`src/rtl/mulbus_pkg.sv`:
```
package mulbus_pkg;
  typedef struct packed {
    logic tick;   // one pulse per M2 rising edge
    logic wr_lo;  // write to operand A location
    logic wr_hi;  // write to operand B location (start)
  } bus_evt_t;
endpackage

```
`src/rtl/mulbus_decode.sv`:
```
module mulbus_decode
  import mulbus_pkg::*;
#(
  parameter int unsigned ADDR_W      = 16,
  parameter logic [ADDR_W-1:0] BASE_ADDR = 16'h5800,
  parameter int unsigned SYNC_STAGES = 2
) (
  input  logic              clk_i,
  input  logic              rst_ni,
  input  logic              m2_i,
  input  logic [ADDR_W-1:0] addr_i,
  input  logic              rw_i,
  output bus_evt_t          evt_o,
  output logic              rd_en_o
);
  logic [SYNC_STAGES-1:0] sync_q;
  logic                   m2_prev_q;
  logic                   hit;
  logic                   rise;

  generate
    if (SYNC_STAGES == 1) begin : g_sync1
      always_ff @(posedge clk_i or negedge rst_ni) begin
        if (!rst_ni) sync_q <= '0;
        else         sync_q <= m2_i;
      end
    end else begin : g_syncn
      always_ff @(posedge clk_i or negedge rst_ni) begin
        if (!rst_ni) sync_q <= '0;
        else         sync_q <= {sync_q[SYNC_STAGES-2:0], m2_i};
      end
    end
  endgenerate

  always_ff @(posedge clk_i or negedge rst_ni) begin
    if (!rst_ni) m2_prev_q <= 1'b0;
    else         m2_prev_q <= sync_q[SYNC_STAGES-1];
  end

  assign rise = sync_q[SYNC_STAGES-1] & ~m2_prev_q;
  assign hit  = (addr_i[ADDR_W-1:1] == BASE_ADDR[ADDR_W-1:1]);

  always_comb begin
    evt_o.tick  = rise;
    evt_o.wr_lo = rise & hit & ~rw_i & ~addr_i[0];
    evt_o.wr_hi = rise & hit & ~rw_i &  addr_i[0];
  end

  // drive only during the high phase of a read to the pair
  assign rd_en_o = m2_i & rw_i & hit;
endmodule

```
`src/rtl/mulbus_core.sv`:
```
module mulbus_core
  import mulbus_pkg::*;
#(
  parameter int unsigned DATA_W = 8,
  localparam int unsigned ACC_W = 2 * DATA_W,
  localparam int unsigned CNT_W = $clog2(DATA_W + 1)
) (
  input  logic              clk_i,
  input  logic              rst_ni,
  input  bus_evt_t          evt_i,
  input  logic [DATA_W-1:0] data_i,
  output logic [ACC_W-1:0]  acc_o,
  output logic [CNT_W-1:0]  cnt_o
);
  logic [DATA_W-1:0] mcand_q;
  logic [DATA_W-1:0] mult_q;
  logic [ACC_W-1:0]  acc_q;
  logic [CNT_W-1:0]  cnt_q;
  logic              running;
  logic [DATA_W-1:0] addend;
  logic [DATA_W:0]   sum;
  logic [ACC_W-1:0]  acc_nxt;

  assign running = (cnt_q < CNT_W'(DATA_W));
  assign addend  = mult_q[0] ? mcand_q : '0;
  assign sum     = {1'b0, acc_q[ACC_W-1:DATA_W]} + {1'b0, addend};
  // carry enters the MSB as the accumulator shifts right
  assign acc_nxt = {sum, acc_q[DATA_W-1:1]};

  always_ff @(posedge clk_i or negedge rst_ni) begin
    if (!rst_ni) begin
      mcand_q <= '0;
      mult_q  <= '0;
      acc_q   <= '0;
      cnt_q   <= CNT_W'(DATA_W);
    end else if (evt_i.wr_hi) begin
      mult_q <= data_i;
      acc_q  <= '0;
      cnt_q  <= '0;
    end else if (evt_i.wr_lo) begin
      mcand_q <= data_i;
    end else if (evt_i.tick && running) begin
      acc_q  <= acc_nxt;
      mult_q <= mult_q >> 1;
      cnt_q  <= cnt_q + 1'b1;
    end
  end

  assign acc_o = acc_q;
  assign cnt_o = cnt_q;
endmodule

```
`src/rtl/mulbus_rdmux.sv`:
```
module mulbus_rdmux #(
  parameter int unsigned DATA_W = 8,
  parameter int unsigned ACC_W  = 16,
  localparam int unsigned LANES = ACC_W / DATA_W,
  localparam int unsigned SEL_W = (LANES > 1) ? $clog2(LANES) : 1
) (
  input  logic [ACC_W-1:0]  acc_i,
  input  logic [SEL_W-1:0]  sel_i,
  input  logic              rd_en_i,
  output logic [DATA_W-1:0] data_o,
  output logic              oe_o
);
  logic [DATA_W-1:0] lane [LANES];

  generate
    for (genvar g = 0; g < LANES; g++) begin : g_lane
      assign lane[g] = acc_i[g*DATA_W +: DATA_W];
    end
  endgenerate

  assign oe_o   = rd_en_i;
  assign data_o = rd_en_i ? lane[sel_i] : '0;
endmodule

```
`src/rtl/mulbus_top.sv`:
```
module mulbus_top
  import mulbus_pkg::*;
#(
  parameter int unsigned DATA_W      = 8,
  parameter int unsigned ADDR_W      = 16,
  parameter logic [ADDR_W-1:0] BASE_ADDR = 16'h5800,
  parameter int unsigned SYNC_STAGES = 2,
  localparam int unsigned ACC_W = 2 * DATA_W,
  localparam int unsigned CNT_W = $clog2(DATA_W + 1)
) (
  input  logic              clk_i,
  input  logic              rst_ni,
  input  logic              m2_i,
  input  logic [ADDR_W-1:0] cpu_addr_i,
  input  logic              cpu_rw_i,
  input  logic [DATA_W-1:0] cpu_data_i,
  output logic [DATA_W-1:0] cpu_data_o,
  output logic              cpu_data_oe_o
);
  bus_evt_t          evt;
  logic              rd_en;
  logic [ACC_W-1:0]  acc_w;
  logic [CNT_W-1:0]  cnt_w;
  logic              wr_hi_w;
  logic              wr_any_w;

  mulbus_decode #(
    .ADDR_W(ADDR_W), .BASE_ADDR(BASE_ADDR), .SYNC_STAGES(SYNC_STAGES)
  ) u_decode (
    .clk_i  (clk_i),
    .rst_ni (rst_ni),
    .m2_i   (m2_i),
    .addr_i (cpu_addr_i),
    .rw_i   (cpu_rw_i),
    .evt_o  (evt),
    .rd_en_o(rd_en)
  );

  mulbus_core #(.DATA_W(DATA_W)) u_core (
    .clk_i (clk_i),
    .rst_ni(rst_ni),
    .evt_i (evt),
    .data_i(cpu_data_i),
    .acc_o (acc_w),
    .cnt_o (cnt_w)
  );

  mulbus_rdmux #(.DATA_W(DATA_W), .ACC_W(ACC_W)) u_rdmux (
    .acc_i  (acc_w),
    .sel_i  (cpu_addr_i[0]),
    .rd_en_i(rd_en),
    .data_o (cpu_data_o),
    .oe_o   (cpu_data_oe_o)
  );

  assign wr_hi_w  = evt.wr_hi;
  assign wr_any_w = evt.wr_hi | evt.wr_lo;
endmodule

```
`config.mk`:
```
export PLATFORM = sky130hd
export DESIGN_NAME = mulbus_top
export DESIGN_NICKNAME = d
export VERILOG_FILES = /design/src/rtl/mulbus_pkg.sv /design/src/rtl/mulbus_decode.sv /design/src/rtl/mulbus_core.sv /design/src/rtl/mulbus_rdmux.sv /design/src/rtl/mulbus_top.sv
export SDC_FILE = /design/constraint.sdc
export NUM_CORES = 1
export LEC_CHECK = 0
export BUFFER_PORTS_ARGS = -buffer_cell sky130_fd_sc_hd__buf_2
export CAP_MARGIN = 10
export CORE_ASPECT_RATIO = 1.4
export CORE_MARGIN = 4
export CORE_UTILIZATION = 50
export DETAILED_ROUTE_END_ITERATION = 7
export HOLD_SLACK_MARGIN = 0.1
export PLACE_DENSITY = 0.79
export SYNTH_ARGS = -nofsm -noshare
export SYNTH_HDL_FRONTEND = slang
export SYNTH_SLANG_ARGS = --single-unit
```
`constraint.sdc`:
```
create_clock -name clk_i -period 2 [get_ports clk_i]
set_input_delay 0.4 -clock clk_i [delete_from_list [all_inputs] [get_ports clk_i]]
set_output_delay 0.4 -clock clk_i [all_outputs]
set_load 0.02 [all_outputs]
```
==> reports/results.txt <==
Via density per instance - 5.86
Total setup buffers inserted after CTS - 0
Final #Nets - 286
Most frequent cell after synthesis - dfrtp_1
Final slew viol count - 0
ANT cells - 0
H-tree levels - 2
Post-route clock period utilization - 0.980
Yosys top cell by area - dfrtp_1
Adder-cell share of the synthesized area - 0.0623
Max_cap viols - 0
Compound-Gate Fraction of Synth Area - 0.122
Max FO, Critical Path - 2
Int Pwr - 1.23 mW
TritonRoute pass-1 iters - 4
Synth-to-layout area growth - 21.6%
Crit end category - register
Chip height - 85.2 µm
Post-route cell area - 2590 µm²
CTS tree - built
Top-Level Pins - 37
Routability-driven placement congestion ratio - 0.778
Fill cells - 329
Layout cells sized above 1 - 0.313
Placeable Area - 4020 µm²
Outcome - complete, no violations
Initial Util - 0.529
GR Overflow Total - 0
Synthesized flop and latch total - 39
Simple-Gate Fraction of Synth Area - 0.227
Largest family of logic cells by synthesized area - simple AND/OR/NAND/NOR gates
Largest net degree at the start of global routing - 40
Finished Layout Cells - 292
Final WL - 4550 µm
WS Path Type - register to register
Fmax - 0.510 GHz
Total vias in the final route - 1,711
Area after DPL - 2420 µm²
Ys async rst share - 1.00
Row cnt - 27
Setup TNS - 0 ns
Cts hold-fix bufs - 0
Synth top area cells - dfrtp_1, ha_1, nand2_1
DR WL/cell - 15.6 µm
Setup Skew - 0.00985 ns
Mux cell area share after synthesis - 0.0800
Hold Fails Final Rpt - 0
Clock Tree Root - clkbuf_8
Hold crit path type - primary input to async pin
Avg Cell Area, Syn - 10.4 µm²
Top_reg_cell synth - dfrtp_1
Top cell type's share of synthesized area - 0.447
DP HPWL - 3430 µm
Most frequent cells after synthesis - dfrtp_1, nand2_1, nand3_1
Die footprint - 5380 µm²
I/O Buffers - 36
Ys Warns - 0
Initial antenna violation count - 0
Synthesized net count - 242
Synth Cell Area - 2130 µm²
First DRT Iteration DRCs - 61
Sequential element share of the synthesized area - 0.459
Leak - 1.35 nW
Clock network power share - 0.438
Clock Latency Late Sink - 0.29 ns
Total CTS buffers - 5
Net Sw Power - 318 µW
Worst Path Required - 2.19 ns
Die span in x - 63.1 µm
Total global-route track usage - 0.175
Tot Pwr - 1.54 mW
Vias in the first global route - 1,698
Pwr Density - 596 nW/µm²
RSZ-0062 raised after global routing - true
Clock transition at path regs - 0.08 ns
Startpoint Class - register
Sw frac - 0.206
Crit path arrival time - 2.15 ns
Post-DRT Antenna Nets - 0
Crit path time final - 1.96 ns
Seq pwr share - 0.513
Comb pwr share - 0.049
Final Util - 0.644
First-pass GRT wire length - 7590 µm
Number of synthesized flops with an enable pin - 0
Xor and xnor area share after synthesis - 0.0206
Synth unique cells - 41
Number of remaining DRC errors - 0
Setup violators final - 0
Relative slew slack - 0.532
VDD IR max - 0.000627 V
Worst slew pin tran - 0.698 ns
Syn Inst Count - 204
CTS Sinks - 39
Placed Instances - 284
Clk buf depth - 2
[kinds of logic (layout without fill, tap and decap cells)]
family | count (synthesis) | count (layout)
AO/OA/AOI/OAI | 37 | 37
XOR/XNOR | 5 | 5
adder cells (fa/ha/maj) | 10 | 10
buffers and inverters | 11 | 56
flip-flops | 39 | 39
multiplexers | 16 | 16
AND/OR/NAND/NOR | 86 | 86
[worst max-delay path, stage by stage (launching register included)]
cell and delay, ns:
dfrtp_1 0.37, and2_1 0.16, ha_2 0.18, fa_2 0.35, a21o_1 0.19, a221oi_2 0.30, nor2b_1 0.09, o21ai_1 0.15
a21oi_1 0.08
[what timing repair did]
item / 4_1_cts / 5_1_grt
pin swaps: 1 / 4
endpoints found under the setup margin: 3 / 4
gates resized for setup: 3 / 9
[per-stage QoR]
step                setup WS [ns]  hold slack (ns)
floorplan                  0.0196            0.104
global placement          0.00631            0.335
detailed placement        -0.0595            0.345
CTS                       0.00132            0.158
global route              -0.0384            0.182
finish                     0.0397            0.145
[final cells by class]
cell class	count	area, µm²	area share
multi-input combinational	154	1150	0.443
tap	43	53.8	0.0208
clock buffer	6	82.6	0.0319
clock inverter	2	35.0	0.0135
sequential	39	977	0.377
inverter	4	15.0	0.00580
timing repair buffer	44	278	0.107
[registers in the layout, summed over array words and instances (netlist names)]
| register | cells |
|---|---|
| u_core.acc_o | 16 |
| u_core.mcand_q | 8 |
| u_core.mult_q | 8 |
| u_core.cnt_o | 4 |
| u_decode.sync_q | 2 |
| u_decode.m2_prev_q | 1 |
[power by group through the flow]
stage	clock network, mW	logic, mW	registers, mW
CTS	0.691	0.0770	0.792
finish	0.675	0.0756	0.792
floorplan	0	0.0194	0.808
global route	0.723	0.0840	0.793
global placement	0	0.0747	0.808
detailed placement	0	0.0768	0.808
[worst paths after layout]
path	startpoint	endpoint	slack, ns	depth (start not counted)
setup reg to reg	u_core.mcand_q[0]$_DFFE_PN0P_	u_core.acc_o[15]$_DFFE_PN0P_	0.04	8
hold reg to reg	u_decode.sync_q[0]$_DFF_PN0_	u_decode.sync_q[1]$_DFF_PN0_	0.36	0
setup / recovery	u_core.mcand_q[0]$_DFFE_PN0P_	u_core.acc_o[15]$_DFFE_PN0P_	0.04	8
hold / removal	rst_ni	u_core.acc_o[0]$_DFFE_PN0P_	0.14	2
max in group asynchronous	rst_ni	u_core.cnt_o[3]$_DFFE_PN1P_	1.50	2
min in group clk_i	m2_i	u_decode.sync_q[0]$_DFF_PN0_	0.23	1
[routing by layer]
layer	wire length [µm]	GRT usage	vias to the layer above
met5	0	0	-
met4	71	0.0622	0
met3	260	0.0477	8
met2	2320	0.302	56
met1	1890	0.208	824
li1	-	-	823
[cells in the final DEF (no fill, tap or decap), types with 2 or more instances in the layout]
| master | n |
|---|---|
| xor2_1 | 2 |
| mux2_2 | 8 |
| clkbuf_8 | 6 |
| o21ai_0 | 4 |
| xnor2_1 | 3 |
| mux2i_1 | 8 |
| a21oi_1 | 5 |
| nand4_1 | 3 |
| inv_1 | 4 |
| nor4b_1 | 2 |
| o21ai_1 | 2 |
| a21o_1 | 8 |
| buf_2 | 36 |
| a21boi_0 | 2 |
| nor2_1 | 12 |
| nand2_1 | 27 |
| buf_4 | 5 |
| and2_1 | 8 |
| a22o_1 | 8 |
| and3_1 | 2 |
| nor4b_2 | 2 |
| nand3_1 | 18 |
| nor4_1 | 2 |
| o31ai_1 | 2 |
| dfrtp_1 | 38 |
| ha_4 | 2 |
| ha_1 | 5 |
| buf_12 | 3 |
| ha_2 | 2 |
Power figures use the tool's default switching activity.
